File: config.mk
export PLATFORM = sky130hd
export DESIGN_NAME = ais_detector
export DESIGN_NICKNAME = d
export VERILOG_FILES = /design/src/rtl/ais_pkg.sv /design/src/rtl/ais_frame_qual.sv /design/src/rtl/ais_persist.sv /design/src/rtl/ais_detector.sv
export SDC_FILE = /design/constraint.sdc
export NUM_CORES = 1
export LEC_CHECK = 0
export CORE_UTILIZATION = 30
export DETAILED_ROUTE_END_ITERATION = 10
export DONT_BUFFER_PORTS = 1
export PLACE_DENSITY = 0.52
export SETUP_SLACK_MARGIN = 0.4
export SYNTH_ARGS = -nofsm -noshare
export SYNTH_HDL_FRONTEND = slang
export SYNTH_HIERARCHICAL = 1
export SYNTH_SLANG_ARGS = --single-unit
export TNS_END_PERCENT = 50
File: constraint.sdc
create_clock -name clk -period 2.3 [get_ports clk]
set_input_delay 0 -clock clk [delete_from_list [all_inputs] [get_ports clk]]
set_output_delay 0 -clock clk [all_outputs]
set_load 0.03 [all_outputs]
File: src/rtl/ais_pkg.sv
package ais_pkg;

    typedef enum logic [1:0] {
        ST_IDLE  = 2'd0,
        ST_ARM   = 2'd1,
        ST_ALARM = 2'd2,
        ST_HOLD  = 2'd3
    } ais_state_e;

    function automatic int max3(input int a, input int b, input int c);
        int m;
        m = (a > b) ? a : b;
        return (m > c) ? m : c;
    endfunction

endpackage

File: src/rtl/ais_frame_qual.sv
module ais_frame_qual #(
    parameter int ZERO_MAX = 7
) (
    input  logic clk,
    input  logic rst_n,
    input  logic clr,
    input  logic mode_e3,
    input  logic pay_bit,
    input  logic pay_vld,
    input  logic cbit,
    input  logic cbit_vld,
    input  logic xbit,
    input  logic xbit_vld,
    input  logic frame_end,
    output logic verdict_vld,
    output logic verdict_ok
);
    localparam int ZW = $clog2(ZERO_MAX + 2);
    localparam logic [ZW-1:0] ZLIM = ZW'(ZERO_MAX);
    localparam logic [ZW-1:0] ZSAT = ZW'(ZERO_MAX + 1);

    logic          seen_q, seen_n;
    logic          prev_q, prev_n;
    logic          alt_q, alt_n;
    logic          oh_q, oh_n;
    logic [ZW-1:0] zcnt_q, zcnt_n;
    logic          ds3_ok, e3_ok;

    // Next tracker values include the bits of the current cycle
    always_comb begin
        seen_n = seen_q | pay_vld;
        prev_n = pay_vld ? pay_bit : prev_q;
        alt_n  = alt_q & ~(pay_vld & seen_q & (pay_bit == prev_q));
        oh_n   = oh_q & ~(cbit_vld & cbit) & ~(xbit_vld & ~xbit);
        zcnt_n = zcnt_q;
        if (pay_vld && !pay_bit && (zcnt_q <= ZLIM)) begin
            zcnt_n = zcnt_q + ZW'(1);
        end
        ds3_ok = seen_n & alt_n & oh_n;
        e3_ok  = seen_n & (zcnt_n <= ZLIM);
    end

    assign verdict_vld = frame_end & ~clr;
    assign verdict_ok  = mode_e3 ? e3_ok : ds3_ok;

    always_ff @(posedge clk or negedge rst_n) begin
        if (!rst_n) begin
            seen_q <= 1'b0;
            prev_q <= 1'b0;
            alt_q  <= 1'b1;
            oh_q   <= 1'b1;
            zcnt_q <= '0;
        end else if (clr || frame_end) begin
            seen_q <= 1'b0;
            prev_q <= 1'b0;
            alt_q  <= 1'b1;
            oh_q   <= 1'b1;
            zcnt_q <= '0;
        end else begin
            seen_q <= seen_n;
            prev_q <= prev_n;
            alt_q  <= alt_n;
            oh_q   <= oh_n;
            zcnt_q <= zcnt_n;
        end
    end

    AST_ZCNT_SAT: assert property (@(posedge clk) disable iff (!rst_n)
        zcnt_q <= ZSAT);

    AST_TRACK_RESTART: assert property (@(posedge clk) disable iff (!rst_n)
        frame_end |=> (zcnt_q == '0 && !seen_q && alt_q && oh_q));

endmodule

File: src/rtl/ais_persist.sv
module ais_persist
    import ais_pkg::*;
#(
    parameter int DS3_SET    = 63,
    parameter int E3_SET     = 2,
    parameter int CLR_FRAMES = 2
) (
    input  logic clk,
    input  logic rst_n,
    input  logic clr,
    input  logic mode_e3,
    input  logic verdict_vld,
    input  logic verdict_ok,
    output logic ais
);
    localparam int MAXC = max3(DS3_SET, E3_SET, CLR_FRAMES);
    localparam int CW   = $clog2(MAXC + 1);
    localparam logic [CW-1:0] ONE     = CW'(1);
    localparam logic [CW-1:0] CLR_TGT = CW'(CLR_FRAMES);

    ais_state_e    state_q, state_n;
    logic [CW-1:0] cnt_q, cnt_n;
    logic [CW-1:0] set_tgt;
    logic [CW-1:0] cnt_inc;

    assign set_tgt = mode_e3 ? CW'(E3_SET) : CW'(DS3_SET);
    assign cnt_inc = cnt_q + ONE;

    // Next-state logic
    always_comb begin
        state_n = state_q;
        cnt_n   = cnt_q;
        unique case (state_q)
            ST_IDLE: begin
                if (verdict_vld && verdict_ok) begin
                    if (ONE >= set_tgt) begin
                        state_n = ST_ALARM;
                        cnt_n   = '0;
                    end else begin
                        state_n = ST_ARM;
                        cnt_n   = ONE;
                    end
                end
            end
            ST_ARM: begin
                if (verdict_vld) begin
                    if (!verdict_ok) begin
                        state_n = ST_IDLE;
                        cnt_n   = '0;
                    end else if (cnt_inc >= set_tgt) begin
                        state_n = ST_ALARM;
                        cnt_n   = '0;
                    end else begin
                        cnt_n   = cnt_inc;
                    end
                end
            end
            ST_ALARM: begin
                if (verdict_vld && !verdict_ok) begin
                    if (ONE >= CLR_TGT) begin
                        state_n = ST_IDLE;
                        cnt_n   = '0;
                    end else begin
                        state_n = ST_HOLD;
                        cnt_n   = ONE;
                    end
                end
            end
            ST_HOLD: begin
                if (verdict_vld) begin
                    if (verdict_ok) begin
                        state_n = ST_ALARM;
                        cnt_n   = '0;
                    end else if (cnt_inc >= CLR_TGT) begin
                        state_n = ST_IDLE;
                        cnt_n   = '0;
                    end else begin
                        cnt_n   = cnt_inc;
                    end
                end
            end
            default: begin
                state_n = ST_IDLE;
                cnt_n   = '0;
            end
        endcase
    end

    // State register
    always_ff @(posedge clk or negedge rst_n) begin
        if (!rst_n) begin
            state_q <= ST_IDLE;
            cnt_q   <= '0;
        end else if (clr) begin
            state_q <= ST_IDLE;
            cnt_q   <= '0;
        end else begin
            state_q <= state_n;
            cnt_q   <= cnt_n;
        end
    end

    // Outputs
    always_comb begin
        unique case (state_q)
            ST_ALARM, ST_HOLD: ais = 1'b1;
            default:           ais = 1'b0;
        endcase
    end

    AST_ARM_BOUND: assert property (@(posedge clk) disable iff (!rst_n)
        (state_q == ST_ARM && !clr) |-> (cnt_q < set_tgt && cnt_q != '0));

    AST_HOLD_BOUND: assert property (@(posedge clk) disable iff (!rst_n)
        (state_q == ST_HOLD) |-> (cnt_q < CLR_TGT));

    AST_BAD_RESTARTS: assert property (@(posedge clk) disable iff (!rst_n)
        (state_q == ST_ARM && verdict_vld && !verdict_ok) |=> (state_q == ST_IDLE && cnt_q == '0));

endmodule

File: src/rtl/ais_detector.sv
module ais_detector #(
    parameter int DS3_SET    = 63,
    parameter int E3_SET     = 2,
    parameter int CLR_FRAMES = 2,
    parameter int ZERO_MAX   = 7
) (
    input  logic clk,
    input  logic rst_n,
    input  logic mode_e3,
    input  logic pay_bit,
    input  logic pay_vld,
    input  logic cbit,
    input  logic cbit_vld,
    input  logic xbit,
    input  logic xbit_vld,
    input  logic frame_end,
    output logic ais_out
);
    logic mode_q;
    logic mode_chg;
    logic verdict_vld;
    logic verdict_ok;

    always_ff @(posedge clk or negedge rst_n) begin
        if (!rst_n) begin
            mode_q <= 1'b0;
        end else begin
            mode_q <= mode_e3;
        end
    end

    assign mode_chg = mode_q ^ mode_e3;

    ais_frame_qual #(
        .ZERO_MAX (ZERO_MAX)
    ) u_qual (
        .clk         (clk),
        .rst_n       (rst_n),
        .clr         (mode_chg),
        .mode_e3     (mode_e3),
        .pay_bit     (pay_bit),
        .pay_vld     (pay_vld),
        .cbit        (cbit),
        .cbit_vld    (cbit_vld),
        .xbit        (xbit),
        .xbit_vld    (xbit_vld),
        .frame_end   (frame_end),
        .verdict_vld (verdict_vld),
        .verdict_ok  (verdict_ok)
    );

    ais_persist #(
        .DS3_SET    (DS3_SET),
        .E3_SET     (E3_SET),
        .CLR_FRAMES (CLR_FRAMES)
    ) u_persist (
        .clk         (clk),
        .rst_n       (rst_n),
        .clr         (mode_chg),
        .mode_e3     (mode_e3),
        .verdict_vld (verdict_vld),
        .verdict_ok  (verdict_ok),
        .ais         (ais_out)
    );

    AST_RISE_ON_GOOD: assert property (@(posedge clk) disable iff (!rst_n)
        $rose(ais_out) |-> $past(verdict_vld && verdict_ok));

    AST_FALL_ON_BAD: assert property (@(posedge clk) disable iff (!rst_n)
        $fell(ais_out) |-> $past((verdict_vld && !verdict_ok) || mode_chg));

    AST_MODE_CLEARS: assert property (@(posedge clk) disable iff (!rst_n)
        mode_chg |=> !ais_out);

    AST_QUIET_HOLDS: assert property (@(posedge clk) disable iff (!rst_n)
        (!frame_end && !mode_chg) |=> $stable(ais_out));

endmodule

==> impl_metrics.json, run 1 <==
{
  "rsz0062_at_grt": "true",
  "combPwrFrac_pct": 20.6,
  "core_area_um2": 3390,
  "highest_layer": "met4",
  "dpl.cell_count": 156,
  "syn_inst": 109,
  "reg2reg_depth": 9,
  "post-route-period-util_pct": 93.0,
  "synthTopCellsByArea": "dfrtp_1 35%, ha_1 9.2%, dfstp_2 4.8%",
  "wl_met1_mm": 1.06,
  "final_common_cell": "dfrtp_1",
  "grt_pass1_wl_mm": 4.33,
  "endpoint": "u_persist/cnt_q[2]$_DFFE_PN0P_",
  "clk_latency_ns": 0.30,
  "power_frac_clock_pct": 26.7,
  "final_cell_mix": "14 x dfrtp_1, 9 x buf_4, 8 x dlygate4sd3_1, 8 x nand2_1, 8 x nor2_1",
  "crit_type": "reg -> reg",
  "required_ns": 2.55,
  "crit_path_end_kind": "flop",
  "grt.overflow.total": 0,
  "grt_usage_pct": 14.3,
  "hpwlAfterDp_mm": 1.58,
  "setup_violations": 0,
  "ios": 11,
  "setup-tns-final_ns": 0,
  "synth_top_cell_by_area": "dfrtp_1",
  "die_area_um2": 3860,
  "cp.depth": 9,
  "drt_iter0_drc": 14,
  "powerDensity_nw_per_um2": 444,
  "hp-class": "in -> reg",
  "fin_cells": 173,
  "r2r_start": "u_persist/cnt_q[1]$_DFFE_PN0P_",
  "status": "complete, no violations",
  "syn_avg_cell_area_um2": 9.94,
  "initial_core_util_pct": 32.0,
  "dpl_cell_area_um2": 1180,
  "syn_area_um2": 1080,
  "n_antenna_cell": 0,
  "ys.warnings.count": 6,
  "power_switching_mw": 0.190,
  "path_buf_inv": 0,
  "clkTransAtPathRegs_ns": 0.10,
  "synth_top_area_share_pct": 34.6,
  "routed_wirelength_mm": 2.43,
  "relSlewSlack_pct": 48.7,
  "ys_seq_area_share_pct": 39.5,
  "clock_path_buffers": 2,
  "fill_cells": 340,
  "async_flop_share_pct": 100,
  "post_drt_wl_per_cell_um": 14.0,
  "cts_root_buf": "clkbuf_4",
  "place_congestion": 0.778,
  "antenna_found_initial": 0,
  "synth-seq-cells": 17,
  "p_int_mw": 0.439,
  "tightest_slew_ns": 0.768,
  "drc": 0,
  "clock_sinks": 17,
  "grt_pass1_vias": 966,
  "cp_max_fo": 5,
  "viasPerCell": 4.97,
  "cts_buffers": 3,
  "wl_met2_mm": 1.25,
  "r2r_slack_ns": 0.16,
  "fp.dieH_um": 62.1,
  "synth_cell_types": 42,
  "ir_drop_uv": 140,
  "die_x_um": 62.1,
  "cp_top_family": "compound AO/OA/AOI/OAI gates",
  "h-tree-depth": 1,
  "maxCapViolCount": 0,
  "cts_tree": "built",
  "max_stage_delay_ns": 0.44,
  "slew_violations": 0,
  "io_buffers": 0,
  "num_vias": 859,
  "drt_first_pass_iters": 4,
  "final_cell_area_um2": 1420,
  "fmax_ghz": 0.467,
  "r2r-end": "u_persist/cnt_q[2]$_DFFE_PN0P_",
  "area_growth_pct": 30.6,
  "fin_worst_skew_ns": 0.00296,
  "synth_edf_count": 0,
  "cp_slowest_cell": "a311o_1",
  "hold_violations": 0,
  "crit_chain": "ha_2, or2b_1, nand2_2, ha_1, nand2_1, o31ai_4, a311o_1, a21oi_2, a21o_2",
  "netSwitchingFraction_pct": 30.1,
  "row_count": 21,
  "ys.flop_type": "dfrtp_1",
  "leakage_nw": 0.594,
  "drive_gt1_share_pct": 33.1,
  "synth_nets": 127,
  "p_seq_share_pct": 52.8,
  "final_util_pct": 41.7,
  "arrival_ns": 2.39,
  "grt_max_degree": 18,
  "nNetsFinal": 146,
  "ant_nets": 0,
  "wl_met3_um": 48,
  "period_needed_ns": 2.14,
  "cp-start-kind": "flop",
  "crit_start": "u_persist/cnt_q[1]$_DFFE_PN0P_"
}
==> logic make-up after synthesis <==
| logic type | count (synthesis) | share of synthesized area (%) |
|---|---|---|
| xor gates and xnor gates | 8 | 6.47 |
| AOI/OAI and AO/OA | 24 | 14.6 |
| muxes | 4 | 3.81 |
| buffers and inverters | 9 | 3.93 |
| adders and majority gates | 8 | 9.24 |
| DFF | 17 | 39.5 |
| and+or+nand+nor | 39 | 22.5 |
==> Yosys cell counts (2+ instances only) <==
library cell / number
dfrtp_1: 15
xor2_1: 4
nand3_1: 2
nand4_1: 2
o21ai_1: 2
a21oi_1: 7
xnor2_1: 4
ha_1: 8
o21ai_0: 6
nand2b_1: 2
nor2_1: 8
nand2_1: 8
nor2b_1: 4
inv_1: 6
mux2i_1: 3
dfstp_2: 2
==> per-layer routing <==
layer  global-route usage, %  vias to the layer above
met1                    16.7                      425
met5                       0                        -
met3                    1.84                        6
met4                    7.56                        0
li1                        -                      418
met2                    25.3                       10
==> flip-flops by register name, summed over array words and instances (netlist names) <==
register,cells
mode_q,1
u_persist/cnt_q,6
u_persist/state_q,2
u_qual/alt_q,1
u_qual/oh_q,1
u_qual/prev_q,1
u_qual/seen_q,1
u_qual/zcnt_q,4
==> timing repair <==
| item | in CTS | in global routing |
|---|---|---|
| gates resized for setup | 6 | 10 |
| hold buffers | 8 | 0 |
| setup endpoints to repair | 8 | 8 |
| endpoints found under the hold margin | 24 | 0 |
| buffers inserted | 5 | 0 |
| pin swaps | 5 | 3 |
==> power groups by stage <==
| stage | combinational, mW | sequential (mW) | clock, mW |
|---|---|---|---|
| 2_1_floorplan | 0.0774 | 0.331 | 0 |
| 3_3_place_gp | 0.0909 | 0.336 | 0 |
| 3_5_place_dp | 0.0905 | 0.337 | 0 |
| 4_1_cts | 0.120 | 0.331 | 0.173 |
| 5_1_grt | 0.146 | 0.334 | 0.189 |
| 6_report | 0.129 | 0.332 | 0.168 |
==> stage by stage <==
| step | power, mW | hold slack [ns] | setup WS (ns) |
|---|---|---|---|
| after global placement | 0.427 | -0.295 | 0.00881 |
| after CTS | 0.624 | 0.00544 | 0.204 |
| after detailed placement | 0.428 | -0.295 | 0.0623 |
| final | 0.629 | 0.0287 | 0.161 |
| after global routing | 0.670 | 0.0307 | 0.0577 |
| after floorplan | 0.408 | -0.296 | 0.253 |
==> worst min-delay path by stage <==
stage / depth (start not counted) / slack [ns] / start / endpoint
2_1_floorplan: 0 / -0.30 / rst_n / mode_q$_DFF_PN0_
3_3_place_gp: 0 / -0.29 / rst_n / u_qual/zcnt_q[0]$_DFF_PN0_
3_5_place_dp: 0 / -0.30 / rst_n / u_qual/zcnt_q[0]$_DFF_PN0_
4_1_cts: 3 / 0.005 / pay_bit / u_qual/alt_q$_DFF_PN1_
5_1_grt: 3 / 0.03 / pay_vld / u_qual/zcnt_q[0]$_DFF_PN0_
6_report: 2 / 0.03 / mode_e3 / u_persist/cnt_q[0]$_DFFE_PN0P_
==> layout make-up <==
class / instances / area (um2) / share of cell area [%]
Inverter: 6 / 22.5 / 1.59
Timing Repair Buffer: 17 / 148 / 10.4
Sequential cell: 17 / 429 / 30.3
Multi-Input combinational cell: 83 / 731 / 51.6
Clock inverter: 1 / 5.00 / 0.354
Clock buffer: 3 / 22.5 / 1.59
Tap cell: 46 / 57.6 / 4.07
No activity file was read; power rests on OpenSTA's default activity.
==> inputs of run 2 (changes only) <==
--- a/config.mk
+++ b/config.mk
@@ -9,7 +9,6 @@
 export DETAILED_ROUTE_END_ITERATION = 10
 export DONT_BUFFER_PORTS = 1
 export PLACE_DENSITY = 0.52
-export SETUP_SLACK_MARGIN = 0.4
 export SYNTH_ARGS = -nofsm -noshare
 export SYNTH_HDL_FRONTEND = slang
 export SYNTH_HIERARCHICAL = 1
==> run 2 against run 1 <==
  * Non-clock buffer count is 4 lower
  * Global-route usage shrank 1.3 points
  * Count of clock-buffer cells in the layout unchanged
  * Clock skew grew 0.0022 ns
  * Combinational power down 17%
  * Largest cell class unchanged
  * Via count shrank 3.6%
  * Core utilization decreased by 3.4 points
  * Critical path depth rose by 1
  * Highest routed layer unchanged
  * Critical path type unchanged
==> impl_metrics.json, run 2 (same netlist as run 1, synthesis figures left out) <==
{
  "final_cell_mix": "15 x dfrtp_1, 8 x nand2_1, 8 x nor2_1",
  "fin_ws_ns": 0.0550,
  "largest_registers": "u_persist/cnt_q (6), u_qual/zcnt_q (4), u_persist/state_q (2)",
  "cp_max_fo": 5,
  "hp-class": "in -> reg",
  "ir_drop_uv": 188,
  "crit_path_end_kind": "flop",
  "required_ns": 2.49,
  "slew_violations": 0,
  "post_drt_wl_per_cell_um": 13.3,
  "num_vias": 828,
  "initial_core_util_pct": 32.0,
  "post-route-period-util_pct": 97.6,
  "final_common_cell": "dfrtp_1",
  "ios": 11,
  "dpl_cell_area_um2": 1170,
  "grt_usage_pct": 13.0,
  "regMostFlops": "u_persist/cnt_q",
  "p_int_mw": 0.427,
  "n_antenna_cell": 0,
  "power_frac_clock_pct": 27.0,
  "cts_buffers": 3,
  "hold_violations": 0,
  "place_worst_setup_slack_ns": 0.0589,
  "clock_path_buffers": 2,
  "ant_nets": 0,
  "die_area_um2": 3860,
  "powerDensity_nw_per_um2": 461,
  "cp-start-kind": "flop",
  "hpwlAfterDp_mm": 1.66,
  "row_count": 21,
  "largest_register_ffs": 6,
  "cts_setup_buffers": 0,
  "antenna_found_initial": 0,
  "die_x_um": 62.1,
  "arrival_ns": 2.43,
  "clock_sinks": 17,
  "cts_root_buf": "clkbuf_4",
  "grt_pass1_vias": 825,
  "drt_first_pass_iters": 4,
  "reg2reg_depth": 10,
  "io_buffers": 0,
  "fmax_ghz": 0.445,
  "core_area_um2": 3390,
  "routed_wirelength_mm": 2.24,
  "tightest_slew_ns": 0.769,
  "p_seq_share_pct": 55.1,
  "drt_iter0_drc": 23,
  "viasPerCell": 4.90,
  "netSwitchingFraction_pct": 28.8,
  "cts_tree": "built",
  "final_cell_area_um2": 1300,
  "place_congestion": 0.736,
  "combPwrFrac_pct": 17.8,
  "power_switching_mw": 0.173,
  "clk_latency_ns": 0.29,
  "clkTransAtPathRegs_ns": 0.10,
  "hold_depth": 3,
  "h-tree-depth": 1,
  "status": "complete, no violations",
  "fp.dieH_um": 62.1,
  "final_util_pct": 38.3,
  "drc": 0,
  "drive_gt1_share_pct": 22.0,
  "crit_type": "reg -> reg",
  "leakage_nw": 0.566,
  "grt_max_degree": 18,
  "grt.overflow.total": 0,
  "maxCapViolCount": 0,
  "relSlewSlack_pct": 48.6,
  "fin_worst_skew_ns": 0.00517,
  "nNetsFinal": 142,
  "setup_violations": 0,
  "period_needed_ns": 2.25,
  "area_growth_pct": 19.9,
  "grt_pass1_wl_mm": 3.86
}
==> run 2: cell types whose count changed in the layout (fill, tap and decap cells not counted), moves of 2 or more <==
cell,before,now
o21ai_0,3,5
a21oi_1,4,6
buf_4,9,6
a21oi_2,3,1
==> run 2: layout make-up <==
cell class	count	area, um2
Tap cell	46	57.6
Clock inverter	1	5.00
Multi-Input combinational cell	83	648
Fill cell	346	2090
Sequential cell	17	428
Timing Repair Buffer	13	115
Inverter	6	22.5
Clock buffer	3	22.5
==> run 2: through the flow <==
step | hold slack (ns) | total power [mW] | std cells | setup TNS [ns]
after floorplan | -0.296 | 0.404 | 109 | 0
after global placement | -0.295 | 0.421 | 158 | 0
after detailed placement | -0.295 | 0.424 | 158 | 0
after CTS | 0.0559 | 0.609 | 169 | 0
after global routing | 0.0473 | 0.647 | 169 | -0.271
final | 0.0654 | 0.599 | 169 | 0
==> run 2: final timing paths <==
check,to,slack (ns),startpoint
max,u_persist/state_q[1]$_DFFE_PN0P_,0.05,u_persist/cnt_q[0]$_DFFE_PN0P_
min,u_qual/zcnt_q[1]$_DFF_PN0_,0.07,pay_vld
max reg2reg,u_persist/state_q[1]$_DFFE_PN0P_,0.05,u_persist/cnt_q[0]$_DFFE_PN0P_
min reg2reg,u_persist/cnt_q[4]$_DFFE_PN0P_,0.55,u_persist/cnt_q[4]$_DFFE_PN0P_
max in group asynchronous,u_qual/zcnt_q[2]$_DFF_PN0_,1.61,rst_n
min in group asynchronous,u_persist/state_q[1]$_DFFE_PN0P_,0.21,rst_n
==> run 2: metal layers <==
layer | wire, um | GRT usage [%] | share of wire [%] | vias to the layer above
li1 | - | - | - | 410
met1 | 1050 | 16.4 | 47 | 401
met2 | 1080 | 20.6 | 48 | 15
met3 | 80 | 3.49 | 3.6 | 2
met4 | 28 | 6.10 | 1.3 | 0
met5 | 0 | 0 | 0 | -
==> run 2: power by group through the flow <==
stage                     clock [mW]  sequential (mW)  combinational, mW
after global placement             0            0.336             0.0855
after detailed placement           0            0.336             0.0875
after global routing           0.193            0.334              0.121
after CTS                      0.174            0.331              0.105
after floorplan                    0            0.330             0.0737
final                          0.162            0.330              0.107
==> run 2: critical path, cell delays in order, from the launching register on <==
cell	delay (ns)
dfrtp_1	0.42
and3_1	0.18
nand3_1	0.13
xor2_2	0.22
inv_1	0.09
ha_4	0.23
a21oi_1	0.15
nand4b_1	0.17
a31oi_2	0.21
nor3_1	0.07
mux2_1	0.29
==> run 2: repair_timing <==
item,4_1_cts,5_1_grt
hold buffers,7,0
resized for setup,0,6
endpoints found under the hold margin,24,0
setup endpoints to repair,0,7
